File: config.mk
export PLATFORM = sky130hd
export DESIGN_NAME = phase_freq_detector
export DESIGN_NICKNAME = d
export VERILOG_FILES = /design/src/rtl/pfd_pkg.sv /design/src/rtl/pfd_edge_detect.sv /design/src/rtl/pfd_flag_cell.sv /design/src/rtl/pfd_reset_timer.sv /design/src/rtl/phase_freq_detector.sv
export SDC_FILE = /design/constraint.sdc
export NUM_CORES = 1
export LEC_CHECK = 0
export BUFFER_PORTS_ARGS = -buffer_cell sky130_fd_sc_hd__buf_4
export CELL_PAD_IN_SITES_DETAIL_PLACEMENT = 0
export CELL_PAD_IN_SITES_GLOBAL_PLACEMENT = 1
export CORE_MARGIN = 1.5
export CORE_UTILIZATION = 43
export CTS_CLUSTER_SIZE = 14
export DETAILED_ROUTE_END_ITERATION = 10
export PLACE_DENSITY = 0.74
export SLEW_MARGIN = 20
export SYNTH_ARGS = -nofsm -noshare
export SYNTH_HDL_FRONTEND = slang
export SYNTH_SLANG_ARGS = --single-unit
File: constraint.sdc
create_clock -name clk -period 2.55 [get_ports clk]
set_clock_uncertainty 0.05 [all_clocks]
set_input_delay 0.255 -clock clk [delete_from_list [all_inputs] [get_ports clk]]
set_output_delay 0.255 -clock clk [all_outputs]
set_load 0.02 [all_outputs]
File: src/rtl/pfd_pkg.sv
package pfd_pkg;
  // Which input a per-channel slice serves
  typedef enum logic {
    CH_REF = 1'b0,
    CH_FB  = 1'b1
  } pfd_chan_e;

  localparam int NUM_CH       = 2;
  localparam int DEF_SYNC     = 2;
  localparam int DEF_DLY_W    = 4;
endpackage

File: src/rtl/pfd_edge_detect.sv
module pfd_edge_detect #(
  parameter int SYNC_STAGES = 2
) (
  input  logic clk,
  input  logic rst,
  input  logic sig_i,
  output logic rise_o
);
  logic [SYNC_STAGES-1:0] sync_q;
  logic                   last_q;

  always_ff @(posedge clk) begin
    if (rst) begin
      sync_q <= '0;
      last_q <= 1'b0;
    end else begin
      sync_q <= {sync_q[SYNC_STAGES-2:0], sig_i};
      last_q <= sync_q[SYNC_STAGES-1];
    end
  end

  assign rise_o = sync_q[SYNC_STAGES-1] & ~last_q;


  edge_single_chk: assert property (@(posedge clk) disable iff (rst)
    rise_o |=> !rise_o);
endmodule

File: src/rtl/pfd_flag_cell.sv
module pfd_flag_cell (
  input  logic clk,
  input  logic rst,
  input  logic rise_i,
  input  logic hold_i,
  input  logic clear_i,
  output logic flag_o
);
  logic pend_q;

  always_ff @(posedge clk) begin
    if (rst) begin
      flag_o <= 1'b0;
      pend_q <= 1'b0;
    end else if (clear_i) begin
      flag_o <= pend_q | rise_i;
      pend_q <= 1'b0;
    end else begin
      flag_o <= flag_o | rise_i;
      pend_q <= pend_q | (rise_i & hold_i);
    end
  end


  set_follows_edge_chk: assert property (@(posedge clk) disable iff (rst)
    rise_i |=> flag_o);


  pend_reissue_chk: assert property (@(posedge clk) disable iff (rst)
    (pend_q && clear_i) |=> flag_o);
endmodule

File: src/rtl/pfd_reset_timer.sv
module pfd_reset_timer #(
  parameter int DLY_W = 4
) (
  input  logic             clk,
  input  logic             rst,
  input  logic             both_i,
  input  logic [DLY_W-1:0] dly_cfg,
  output logic             clear_o
);
  logic [DLY_W-1:0] cnt_q;
  logic [DLY_W-1:0] eff_dly;

  assign eff_dly = (dly_cfg == '0) ? DLY_W'(1) : dly_cfg;
  assign clear_o = both_i && (cnt_q == eff_dly - DLY_W'(1));

  always_ff @(posedge clk) begin
    if (rst)
      cnt_q <= '0;
    else if (both_i && !clear_o)
      cnt_q <= cnt_q + DLY_W'(1);
    else
      cnt_q <= '0;
  end


  cnt_idle_chk: assert property (@(posedge clk) disable iff (rst)
    !both_i |=> (cnt_q == '0));
endmodule

File: src/rtl/phase_freq_detector.sv
module phase_freq_detector #(
  parameter int SYNC_STAGES = pfd_pkg::DEF_SYNC,
  parameter int DLY_W       = pfd_pkg::DEF_DLY_W
) (
  input  logic             clk,
  input  logic             rst,
  input  logic             ref_in,
  input  logic             fb_in,
  input  logic [DLY_W-1:0] dly_cfg,
  output logic             up,
  output logic             down
);
  import pfd_pkg::*;

  localparam int RUN_W = DLY_W + 1;

  logic [NUM_CH-1:0] raw_in;
  logic [NUM_CH-1:0] rise;
  logic [NUM_CH-1:0] flag;
  logic              both;
  logic              clear;

  assign raw_in[CH_REF] = ref_in;
  assign raw_in[CH_FB]  = fb_in;
  assign both           = flag[CH_REF] & flag[CH_FB];

  for (genvar c = 0; c < NUM_CH; c++) begin : g_chan
    pfd_edge_detect #(.SYNC_STAGES(SYNC_STAGES)) u_edge (
      .clk    (clk),
      .rst    (rst),
      .sig_i  (raw_in[c]),
      .rise_o (rise[c])
    );
    pfd_flag_cell u_flag (
      .clk     (clk),
      .rst     (rst),
      .rise_i  (rise[c]),
      .hold_i  (both),
      .clear_i (clear),
      .flag_o  (flag[c])
    );
  end

  pfd_reset_timer #(.DLY_W(DLY_W)) u_timer (
    .clk     (clk),
    .rst     (rst),
    .both_i  (both),
    .dly_cfg (dly_cfg),
    .clear_o (clear)
  );

  assign up   = flag[CH_REF];
  assign down = flag[CH_FB];

  // Checker state: length of the current run of both-high cycles
  logic [RUN_W-1:0] ov_run;
  logic [RUN_W-1:0] ov_min;
  assign ov_min = (dly_cfg == '0) ? RUN_W'(1) : RUN_W'(dly_cfg);

  always_ff @(posedge clk) begin
    if (rst)
      ov_run <= '0;
    else if (up && down)
      ov_run <= (ov_run == {RUN_W{1'b1}}) ? ov_run : ov_run + RUN_W'(1);
    else
      ov_run <= '0;
  end


  up_fall_with_down_chk: assert property (@(posedge clk) disable iff (rst)
    ($fell(up) && !$past(rst)) |-> $past(down));


  down_fall_with_up_chk: assert property (@(posedge clk) disable iff (rst)
    ($fell(down) && !$past(rst)) |-> $past(up));


  overlap_len_chk: assert property (@(posedge clk) disable iff (rst)
    ($fell(up) && !$past(rst)) |-> (ov_run >= ov_min));
endmodule

==> flow_metrics.env <==
export IMPL_synth_common_cells="dfxtp_1 (14), nor2b_1 (7), nor4_1 (3)"
export IMPL_setup_tns_ps=0
export IMPL_drt_initial_drc_count=5
export IMPL_grt_max_degree=15
export IMPL_synth_warnings=0
export IMPL_cp_required_ps=2660
export IMPL_hold_path_class="in2reg"
export IMPL_avgSynthCellArea_um2=11.0
export IMPL_post_route_drc_count=0
export IMPL_ys_types=28
export IMPL_reg2reg_to="u_timer.cnt_q[2]$_SDFF_PP0_"
export IMPL_synth_seq_cells=14
export IMPL_pwr_share_clk_pct=36.4
export IMPL_synth_most_common_cell="dfxtp_1"
export IMPL_fin_crit_sh_pct=70.7
export IMPL_place_congestion=0.707
export IMPL_cts_setup_buffers=0
export IMPL_first_pass_iters=3
export IMPL_power_frac_seq_pct=52.6
export IMPL_hold_viol=0
export IMPL_design_area_um2=736
export IMPL_rsz0062_at_grt="false"
export IMPL_syn_inst=56
export IMPL_synth_edff_count=0
export IMPL_power_density_mw_per_mm2=590
export IMPL_globalRouteMet3Util_pct=4.89
export IMPL_htree_levels=1
export IMPL_critPathLaunchType="input port"
export IMPL_swShare_pct=22.8
export IMPL_grt_use_total_pct=15.3
export IMPL_worstSetupPathType="in2reg"
export IMPL_synth_seq_area_share_pct=45.4
export IMPL_drive_above_1_share_pct=27.9
export IMPL_p_int_uw=335
export IMPL_initial_core_util_pct=46.8
export IMPL_ys_top_cells_by_area="dfxtp_1 (45%), nor2b_1 (7.1%), ha_1 (4.1%), xnor3_1 (3.7%), nor4_1 (3.0%)"
export IMPL_max_cap_violations=0
export IMPL_arrival_ps=1910
export IMPL_core_rowCount=13
export IMPL_synth_fp_nets=66
export IMPL_fillers=119
export IMPL_synth_top_flop_cell="dfxtp_1"
export IMPL_cts_sinks=14
export IMPL_hpwl_um=751
export IMPL_relSlewSlack_pct=65.0
export IMPL_status="finished clean"
export IMPL_worstPathMaxFanout=7
export IMPL_via_per_inst=5.42
export IMPL_ioPinCount=10
export IMPL_cts_resized=0
export IMPL_wl_per_cell_um=12.4
export IMPL_ant_nets=0
export IMPL_clk_pin_slew_ps=90
export IMPL_num_vias=450
export IMPL_clk_path_buf_depth=2
export IMPL_grt_util_met2_pct=22.7
export IMPL_max_freq_mhz=555
export IMPL_ys_async_sr_fraction_pct=0
export IMPL_cts_hold_buf=0
export IMPL_setup_violations_final=0
export IMPL_cts_tree="done"
export IMPL_dp_slack_ps=435
export IMPL_syn_to_final_growth_pct=19.3
export IMPL_layoutNonFillerInstCount=83
export IMPL_worstMarginPinSlew_ps=521
export IMPL_reg2reg_from="u_timer.cnt_q[3]$_SDFF_PP0_"
export IMPL_antenna_found_initial=0
export IMPL_die_h_um=40.9
export IMPL_grt_overflow=0
export IMPL_yosys_area_top_type_share_pct=45.4
export IMPL_post_route_min_period_ps=1800
export IMPL_p_leak_nw=0.280
export IMPL_syn_area_um2=617
export IMPL_wl_um=1030
export IMPL_top_usage_layer="met2"
export IMPL_yosys_area_top_type="dfxtp_1"
export IMPL_seqCellArea_um2=280
export IMPL_end_kind="flip-flop"
export IMPL_worst_slack_ps=747
export IMPL_dp_cells=79
export IMPL_reg2reg_depth=4
export IMPL_switchingPower_uw=99.2
export IMPL_grt_pass1_wl_um=1610
export IMPL_power_frac_comb_pct=11.0
export IMPL_numCtsBuffers=3
export IMPL_cp_startpoint="dly_cfg[1]"
export IMPL_ir_drop_mv=0.333
export IMPL_grt_pass1_vias=378
export IMPL_core_area_mm2=0.00132
export IMPL_multiInputGateArea_um2=325
export IMPL_n_antenna_cell=0
export IMPL_drv_slew=0
export IMPL_clock_latency_ps=280
export IMPL_fp_dieW_um=40.9
export IMPL_die_area_mm2=0.00167
export IMPL_port_buffers=9
export IMPL_r2r_slack_ps=1120
export IMPL_place_area_um2=699
export IMPL_root_buffer="clkbuf_4"
export IMPL_grt_met1_usage_pct=19.7
export IMPL_final_net_count=79
export IMPL_hold_ws_ps=135
export IMPL_endpoint="g_chan[0].u_flag.pend_q$_SDFF_PP0_"
[final cells by class]
cell class,count,area share (%)
sequential,14,38.1
timing repair buffer,9,9.18
clock buffer,4,4.93
multi-input combinational,39,44.2
inverter,2,1.02
tap,15,2.55
[cells by family (layout without fill, tap and decap cells)]
| kind of cell | count (synthesis) | after routing | synth area share, % |
|---|---|---|---|
| simple gates | 23 | 23 | 25.2 |
| fa+ha+maj | 2 | 2 | 4.06 |
| buf+inv | 3 | 15 | 1.83 |
| xor+xnor | 4 | 4 | 7.91 |
| compound gates | 10 | 10 | 15.6 |
| flops | 14 | 14 | 45.4 |
[stage by stage]
stage | util, % | total power [mW]
2_1_floorplan | - | 0.263
3_5_place_dp | 53.1 | 0.282
3_3_place_gp | 53.1 | 0.282
5_1_grt | 55.8 | 0.452
6_report | 55.8 | 0.434
4_1_cts | 55.8 | 0.441
[worst min path at each step]
stage,end,start,cells past startpoint
after floorplan,g_chan[0].u_edge.last_q$_SDFF_PP0_,rst,1
after global placement,g_chan[1].u_edge.sync_q[1]$_SDFF_PP0_,g_chan[1].u_edge.sync_q[0]$_SDFF_PP0_,1
after detailed placement,g_chan[1].u_edge.sync_q[1]$_SDFF_PP0_,g_chan[1].u_edge.sync_q[0]$_SDFF_PP0_,1
after CTS,g_chan[0].u_edge.sync_q[0]$_SDFF_PP0_,ref_in,2
after global routing,g_chan[1].u_edge.sync_q[0]$_SDFF_PP0_,fb_in,2
final,g_chan[1].u_edge.sync_q[0]$_SDFF_PP0_,fb_in,2
[power by group through the flow]
| stage | clock, mW | sequential [mW] | combinational (mW) |
|---|---|---|---|
| 6_report | 0.158 | 0.229 | 0.0476 |
| 5_1_grt | 0.170 | 0.229 | 0.0524 |
| 2_1_floorplan | 0 | 0.235 | 0.0288 |
| 4_1_cts | 0.165 | 0.229 | 0.0483 |
| 3_5_place_dp | 0 | 0.234 | 0.0481 |
| 3_3_place_gp | 0 | 0.234 | 0.0479 |
[cell usage in the layout (no fill, tap or decap), types with 2 or more instances in the layout]
master,netlist,routed
dfxtp_1,14,14
buf_4,0,9
nor2b_1,7,7
nor4_1,3,3
clkbuf_4,0,3
nor2_1,2,2
inv_1,2,2
nand2b_1,2,2
nand2_1,2,2
a311oi_1,2,2
xnor2_1,2,2
ha_1,2,2
[sequential cells by signal, summed over array words and instances, names as in the netlist]
register,cells
g_chan.u_edge.sync_q,4
u_timer.cnt_q,4
g_chan.u_edge.last_q,2
g_chan.u_flag.flag_o,2
g_chan.u_flag.pend_q,2
[layer usage]
layer	wire, um	vias to the layer above	part of all wire, %
li1	-	233	-
met1	522	207	51
met2	452	8	44
met3	45	2	4.4
met4	5	0	0.49
met5	0	-	0
[worst max-delay path: stages]
cell	delay, ps
buf_4	120
nor3_1	330
nor2_1	80
ha_1	310
xor2_1	160
o2111ai_2	190
nor3_4	330
a311oi_1	140
Power figures use the tool's default switching activity.
